--- src/rtl/alu_carry_arb_pkg.sv ---
package alu_carry_arb_pkg;

  typedef enum logic [3:0] {
    OP_ADD = 4'd0,
    OP_ADC = 4'd1,
    OP_SUB = 4'd2,
    OP_SBC = 4'd3,
    OP_RSB = 4'd4,
    OP_AND = 4'd5,
    OP_ORR = 4'd6,
    OP_EOR = 4'd7,
    OP_BIC = 4'd8,
    OP_MOV = 4'd9,
    OP_MVN = 4'd10
  } alu_op_e;

  typedef enum logic [1:0] {
    LF_AND   = 2'd0,
    LF_ORR   = 2'd1,
    LF_EOR   = 2'd2,
    LF_PASSB = 2'd3
  } logic_fn_e;

  typedef enum logic [1:0] {
    CI_ZERO = 2'd0,
    CI_ONE  = 2'd1,
    CI_FLAG = 2'd2
  } cin_sel_e;

  typedef struct packed {
    logic      inv_a;
    logic      inv_b;
    cin_sel_e  cin_sel;
    logic      use_logic;
    logic_fn_e lfn;
  } alu_ctrl_t;

endpackage

--- src/rtl/alu_decode.sv ---
module alu_decode
  import alu_carry_arb_pkg::*;
(
  input  logic [3:0] op_i,
  output alu_ctrl_t  ctrl_o
);

  always_comb begin
    ctrl_o = '{inv_a: 1'b0, inv_b: 1'b0, cin_sel: CI_ZERO,
               use_logic: 1'b1, lfn: LF_PASSB};
    case (op_i)
      OP_ADD: begin ctrl_o.use_logic = 1'b0; end
      OP_ADC: begin ctrl_o.use_logic = 1'b0; ctrl_o.cin_sel = CI_FLAG; end
      OP_SUB: begin ctrl_o.use_logic = 1'b0; ctrl_o.inv_b = 1'b1; ctrl_o.cin_sel = CI_ONE; end
      OP_SBC: begin ctrl_o.use_logic = 1'b0; ctrl_o.inv_b = 1'b1; ctrl_o.cin_sel = CI_FLAG; end
      OP_RSB: begin ctrl_o.use_logic = 1'b0; ctrl_o.inv_a = 1'b1; ctrl_o.cin_sel = CI_ONE; end
      OP_AND: ctrl_o.lfn = LF_AND;
      OP_ORR: ctrl_o.lfn = LF_ORR;
      OP_EOR: ctrl_o.lfn = LF_EOR;
      OP_BIC: begin ctrl_o.lfn = LF_AND; ctrl_o.inv_b = 1'b1; end
      OP_MVN: begin ctrl_o.lfn = LF_PASSB; ctrl_o.inv_b = 1'b1; end
      default: ctrl_o.lfn = LF_PASSB;
    endcase
  end

endmodule

--- src/rtl/uv_prefix.sv ---
module uv_prefix #(
  parameter int W = 32
) (
  input  logic [W-1:0] u_i,
  input  logic [W-1:0] v_i,
  output logic [W-1:0] u_o,
  output logic [W-1:0] v_o
);

  localparam int LVLS = (W > 1) ? $clog2(W) : 1;

  for (genvar k = 0; k < LVLS; k++) begin : g_lvl
    localparam int D = 1 << k;
    logic [W-1:0] u_in, v_in, u_q, v_q;

    if (k == 0) begin : g_first
      assign u_in = u_i;
      assign v_in = v_i;
    end else begin : g_next
      assign u_in = g_lvl[k-1].u_q;
      assign v_in = g_lvl[k-1].v_q;
    end

    always_comb begin
      for (int i = 0; i < W; i++) begin
        if (i >= D) begin
          u_q[i] = v_in[i] | (u_in[i] & u_in[i-D]);
          v_q[i] = v_in[i] | (u_in[i] & v_in[i-D]);
        end else begin
          u_q[i] = u_in[i];
          v_q[i] = v_in[i];
        end
      end
    end
  end

  assign u_o = g_lvl[LVLS-1].u_q;
  assign v_o = g_lvl[LVLS-1].v_q;

  always_comb begin
    AST_UV_ORDER: assert ((v_o & ~u_o) == '0)
      else $error("prefix carry for cin=0 set without carry for cin=1");
  end

endmodule

--- src/rtl/arb_adder.sv ---
module arb_adder #(
  parameter int W = 32
) (
  input  logic [W-1:0] a_i,
  input  logic [W-1:0] b_i,
  input  logic         cin_i,
  output logic [W-1:0] sum_o,
  output logic         cout_o
);

  logic [W-1:0] prop, bit_u, bit_v, pre_u, pre_v;
  logic [W-1:0] sum_lo, sum_hi;

  assign prop  = a_i ^ b_i;
  assign bit_u = a_i | b_i;
  assign bit_v = a_i & b_i;

  uv_prefix #(.W(W)) prefix_i (
    .u_i (bit_u),
    .v_i (bit_v),
    .u_o (pre_u),
    .v_o (pre_v)
  );

  assign sum_lo = prop ^ {pre_v[W-2:0], 1'b0};
  assign sum_hi = prop ^ {pre_u[W-2:0], 1'b1};

  assign sum_o  = cin_i ? sum_hi : sum_lo;
  assign cout_o = cin_i ? pre_u[W-1] : pre_v[W-1];

  always_comb begin
    AST_SUM_STEP: assert (sum_hi == sum_lo + {{(W-1){1'b0}}, 1'b1})
      else $error("sum+1 path does not exceed sum path by one");
    AST_ADDER_EXACT: assert ({cout_o, sum_o} ==
                             {1'b0, a_i} + {1'b0, b_i} + {{W{1'b0}}, cin_i})
      else $error("prefix adder disagrees with integer sum");
  end

endmodule

--- src/rtl/logic_unit.sv ---
module logic_unit
  import alu_carry_arb_pkg::*;
#(
  parameter int W = 32
) (
  input  logic [W-1:0] a_i,
  input  logic [W-1:0] b_i,
  input  logic_fn_e    fn_i,
  output logic [W-1:0] y_o
);

  always_comb begin
    case (fn_i)
      LF_AND:  y_o = a_i & b_i;
      LF_ORR:  y_o = a_i | b_i;
      LF_EOR:  y_o = a_i ^ b_i;
      default: y_o = b_i;
    endcase
  end

endmodule

--- src/rtl/alu_carry_arb.sv ---
module alu_carry_arb
  import alu_carry_arb_pkg::*;
#(
  parameter int WIDTH = 32
) (
  input  logic [WIDTH-1:0] a_i,
  input  logic [WIDTH-1:0] b_i,
  input  logic [3:0]       op_i,
  input  logic             c_i,
  input  logic             v_i,
  output logic [WIDTH-1:0] res_o,
  output logic             n_o,
  output logic             z_o,
  output logic             c_o,
  output logic             v_o
);

  localparam int MSB = WIDTH - 1;

  alu_ctrl_t        ctrl;
  logic [WIDTH-1:0] opa, opb, sum, lres;
  logic             cin, cout, ovf;

  alu_decode decode_i (
    .op_i   (op_i),
    .ctrl_o (ctrl)
  );

  assign opa = ctrl.inv_a ? ~a_i : a_i;
  assign opb = ctrl.inv_b ? ~b_i : b_i;

  always_comb begin
    case (ctrl.cin_sel)
      CI_ONE:  cin = 1'b1;
      CI_FLAG: cin = c_i;
      default: cin = 1'b0;
    endcase
  end

  arb_adder #(.W(WIDTH)) adder_i (
    .a_i    (opa),
    .b_i    (opb),
    .cin_i  (cin),
    .sum_o  (sum),
    .cout_o (cout)
  );

  logic_unit #(.W(WIDTH)) logic_i (
    .a_i  (opa),
    .b_i  (opb),
    .fn_i (ctrl.lfn),
    .y_o  (lres)
  );

  assign ovf   = (opa[MSB] == opb[MSB]) && (sum[MSB] != opa[MSB]);

  assign res_o = ctrl.use_logic ? lres : sum;
  assign n_o   = res_o[MSB];
  assign z_o   = ~|res_o;
  assign c_o   = ctrl.use_logic ? c_i : cout;
  assign v_o   = ctrl.use_logic ? v_i : ovf;

  always_comb begin
    if (op_i > 4'd4) begin
      AST_LOGIC_FLAGS: assert (c_o == c_i && v_o == v_i)
        else $error("logic code altered carry or overflow flag");
    end
    AST_NZ_EXCL: assert (!(n_o && z_o))
      else $error("negative and zero flags both set");
  end

endmodule

--- config.mk ---
export PLATFORM = sky130hd
export DESIGN_NAME = alu_carry_arb
export DESIGN_NICKNAME = d
export VERILOG_FILES = /design/src/rtl/alu_carry_arb_pkg.sv /design/src/rtl/alu_decode.sv /design/src/rtl/uv_prefix.sv /design/src/rtl/arb_adder.sv /design/src/rtl/logic_unit.sv /design/src/rtl/alu_carry_arb.sv
export SDC_FILE = /design/constraint.sdc
export NUM_CORES = 1
export LEC_CHECK = 0
export ABC_AREA = 1
export BUFFER_PORTS_ARGS = -buffer_cell sky130_fd_sc_hd__buf_2
export CAP_MARGIN = 20
export CORE_UTILIZATION = 64
export DETAILED_ROUTE_END_ITERATION = 10
export GPL_ROUTABILITY_DRIVEN = 1
export MAX_ROUTING_LAYER = met4
export PLACE_DENSITY = 0.91
export SLEW_MARGIN = 25
export SYNTH_ARGS = -nofsm -noshare
export SYNTH_HDL_FRONTEND = slang
export SYNTH_SLANG_ARGS = --single-unit
--- constraint.sdc ---
create_clock -name vclk -period 11.6
set_input_delay 2.32 -clock vclk [all_inputs]
set_output_delay 2.32 -clock vclk [all_outputs]
set_load 0.02 [all_outputs]
==> impl_metrics.tcl <==
set metrics [dict create \
    setup_ws_ns 2.14 \
    hold_viol_final 0 \
    syn_area_sq_mm 0.00543 \
    avgViaCountPerCell 5.59 \
    power.share.sequential_pct 0 \
    relSlewSlack_pct 26.4 \
    synthAdderAreaFrac_pct 15.2 \
    period_minus_slack_ns 9.46 \
    synth_cells 1068 \
    nFlopsAndLatches 0 \
    p_int_uw 157 \
    status "finished, final reports clean" \
    synth_cell_types 41 \
    yosysWarningCount 0 \
    coreArea_sq_mm 0.00822 \
    grt_max_degree 41 \
    dp_hpwl_mm 14.3 \
    drive_gt1_share_pct 13.9 \
    start_kind "input port" \
    ir_drop_mv 0.0462 \
    die_y_microns 94.1 \
    switching_share_pct 67.8 \
    io_buffers 106 \
    cp_top_family "simple AND/OR/NAND/NOR gates" \
    initial_utilization_pct 66.0 \
    syn_area_per_cell_sq_um 5.08 \
    final_common_cell "nand2_1" \
    grt_pass1_wl_mm 28.6 \
    worst_pin_slew_ns 1.10 \
    cts_resized 0 \
    worstSetupPathType "input port to output pin" \
    nFillCells 801 \
    regArea_sq_um 0 \
    synth.area.mux_share_pct 0 \
    holdBufCountCts 0 \
    fin_util_pct 72.6 \
    final_cells 1254 \
    clock_buffers 0 \
    finalWirelength_mm 17.7 \
    synth_xor_area_share_pct 5.97 \
    max_cap_viol_count 0 \
    postCtsSetupBuffers 0 \
    row_count 33 \
    synth_top_family_by_area "simple AND/OR/NAND/NOR gates" \
    cp_cell_sequence "buf_2 -> nor2_1 -> nand2_2 -> xor2_1 -> inv_1 -> ha_1 -> a21oi_1 -> inv_1 -> a21oi_1 -> inv_1 -> a21oi_1 -> inv_1 -> a21oi_1 -> nand3_1 -> nand2_1 -> nor2_1 -> nor2_1 -> nand2_1 -> nor2_1 -> nand2_1 -> nor2_1 -> buf_2" \
    setup_tns_ns 0 \
    period_share_pct 81.5 \
    synth_simple_gate_area_share_pct 40.8 \
    power_density_mw_per_mm2 81.6 \
    pre_cts_slack_ns 2.30 \
    avgRoutedWirePerCell_microns 14.1 \
    globalplace.congestion 1.07 \
    die_area_sq_mm 0.00885 \
    io_pins 106 \
    cp-end-kind "output pin" \
    power.switching_uw 330 \
    vias 7014 \
    remaining_drc_errors 0 \
    hold_class "input port to output pin" \
    arrival_ns 7.14 \
    synth_nets 1204 \
    clkPwrFrac_pct 0 \
    dr.pass1.iters 7 \
    track_usage_pct 41.0 \
    required_ns 9.28 \
    n_antenna_cell 0 \
    rsz0062_at_grt "no" \
    fin_nets 1287 \
    crit_buf_inv 6 \
    synth_compound_area_share_pct 20.2 \
    crit_slowest_cell "nand2_2" \
    final_cell_mix "nand2_1, inv_1, buf_2, nor2_1, a21oi_1" \
    overflow 0 \
    power_leakage_nw 3.74 \
    drt_iter0_drc 600 \
    antenna_left 0 \
    antenna_found_initial 0 \
    cp_max_fo 32 \
    cp_common_cell "nor2_1" \
    setup_viol 0 \
    die_w_microns 94.1 \
    ys_seq_area_share_pct 0 \
    slowest_delay_ns 0.78 \
    fmax_mhz 106 \
    syn_to_final_growth_pct 9.89 \
    dp_cells 1254 \
    grt_pass1_vias 6440 \
    slew_violations 0 \
    share_comb_of_total_power_pct 100.0 \
]
layout make-up:
class	instances	area, sq um	share of cell area (%)
Inverter	217	815	13.7
Multi-Input combinational cell	823	4460	74.9
Tap cell	105	131	2.20
Timing Repair Buffer	109	553	9.27
cells by family (layout without fill, tap and decap cells):
| family | after synthesis | in the layout |
|---|---|---|
| adder cells (fa/ha/maj) | 66 | 66 |
| XOR/XNOR | 37 | 37 |
| AND/OR/NAND/NOR | 528 | 528 |
| buffers and inverters | 245 | 326 |
| AO/OA/AOI/OAI | 192 | 192 |
cells in the mapped netlist:
| cell | count | area share [%] |
|---|---|---|
| o221a_2 | 1 | 0.21 |
| nor2_1 | 73 | 5.0 |
| nor3_2 | 1 | 0.18 |
| a221oi_1 | 5 | 0.81 |
| clkinv_1 | 1 | 0.069 |
| nand2_4 | 2 | 0.42 |
| buf_4 | 5 | 0.69 |
| inv_1 | 197 | 14 |
| a41oi_1 | 1 | 0.16 |
| xor2_1 | 20 | 3.2 |
| a211oi_1 | 1 | 0.14 |
| nand4_1 | 3 | 0.35 |
| o211ai_1 | 5 | 0.69 |
| o21ai_0 | 68 | 6.3 |
| ha_1 | 66 | 15 |
| a32o_1 | 2 | 0.37 |
| clkbuf_1 | 14 | 0.97 |
| nand3_1 | 64 | 5.9 |
| xnor2_1 | 17 | 2.7 |
| a31oi_1 | 4 | 0.46 |
| buf_2 | 4 | 0.37 |
| a22oi_1 | 10 | 1.4 |
| nand3b_1 | 3 | 0.42 |
| nor3_1 | 2 | 0.18 |
| a21oi_2 | 1 | 0.16 |
| or2_2 | 3 | 0.35 |
| buf_6 | 3 | 0.62 |
| a21boi_0 | 3 | 0.42 |
| inv_2 | 19 | 1.3 |
| o22ai_1 | 11 | 1.3 |
| a21oi_1 | 69 | 6.4 |
| o21a_1 | 1 | 0.14 |
| o221ai_1 | 6 | 0.97 |
| nor2_2 | 2 | 0.23 |
| nand2_2 | 10 | 1.2 |
| nand4_2 | 1 | 0.23 |
| nand3_2 | 10 | 1.8 |
| buf_1 | 2 | 0.14 |
| nand2_1 | 354 | 24 |
| o21ai_1 | 3 | 0.28 |
| a21boi_1 | 1 | 0.14 |
power groups by stage:
stage          combinational [mW]  clock (mW)  sequential (mW)
6_report                    0.487           0                0
5_1_grt                     0.540           0                0
4_1_cts                     0.474           0                0
3_5_place_dp                0.472           0                0
3_3_place_gp                0.466           0                0
2_1_floorplan               0.347           0                0
routing by layer:
layer / up-vias / share of wire (%) / global-route usage (%)
li1: 3529 / - / -
met1: 3015 / 42 / 49.5
met2: 396 / 44 / 68.2
met3: 74 / 9.7 / 4.53
met4: 0 / 4.6 / 18.8
met5: - / 0 / -
worst min-delay path: stages:
cell	delay, ns
buf_2	0.08
a32o_1	0.10
buf_2	0.16
final timing paths:
path | startpoint | to | cells after the start
worst max-delay path | op_i[1] | z_o | 22
worst min-delay path | v_i | v_o | 3
metrics by stage:
stage	power [mW]	instance area, sq um	hold slack (ns)
2_1_floorplan	0.347	5430	4.82
3_3_place_gp	0.466	5960	4.97
3_5_place_dp	0.472	5960	4.98
4_1_cts	0.474	5960	4.98
5_1_grt	0.540	5960	5.00
6_report	0.487	5960	4.98
(Power assumes the default switching activity.)
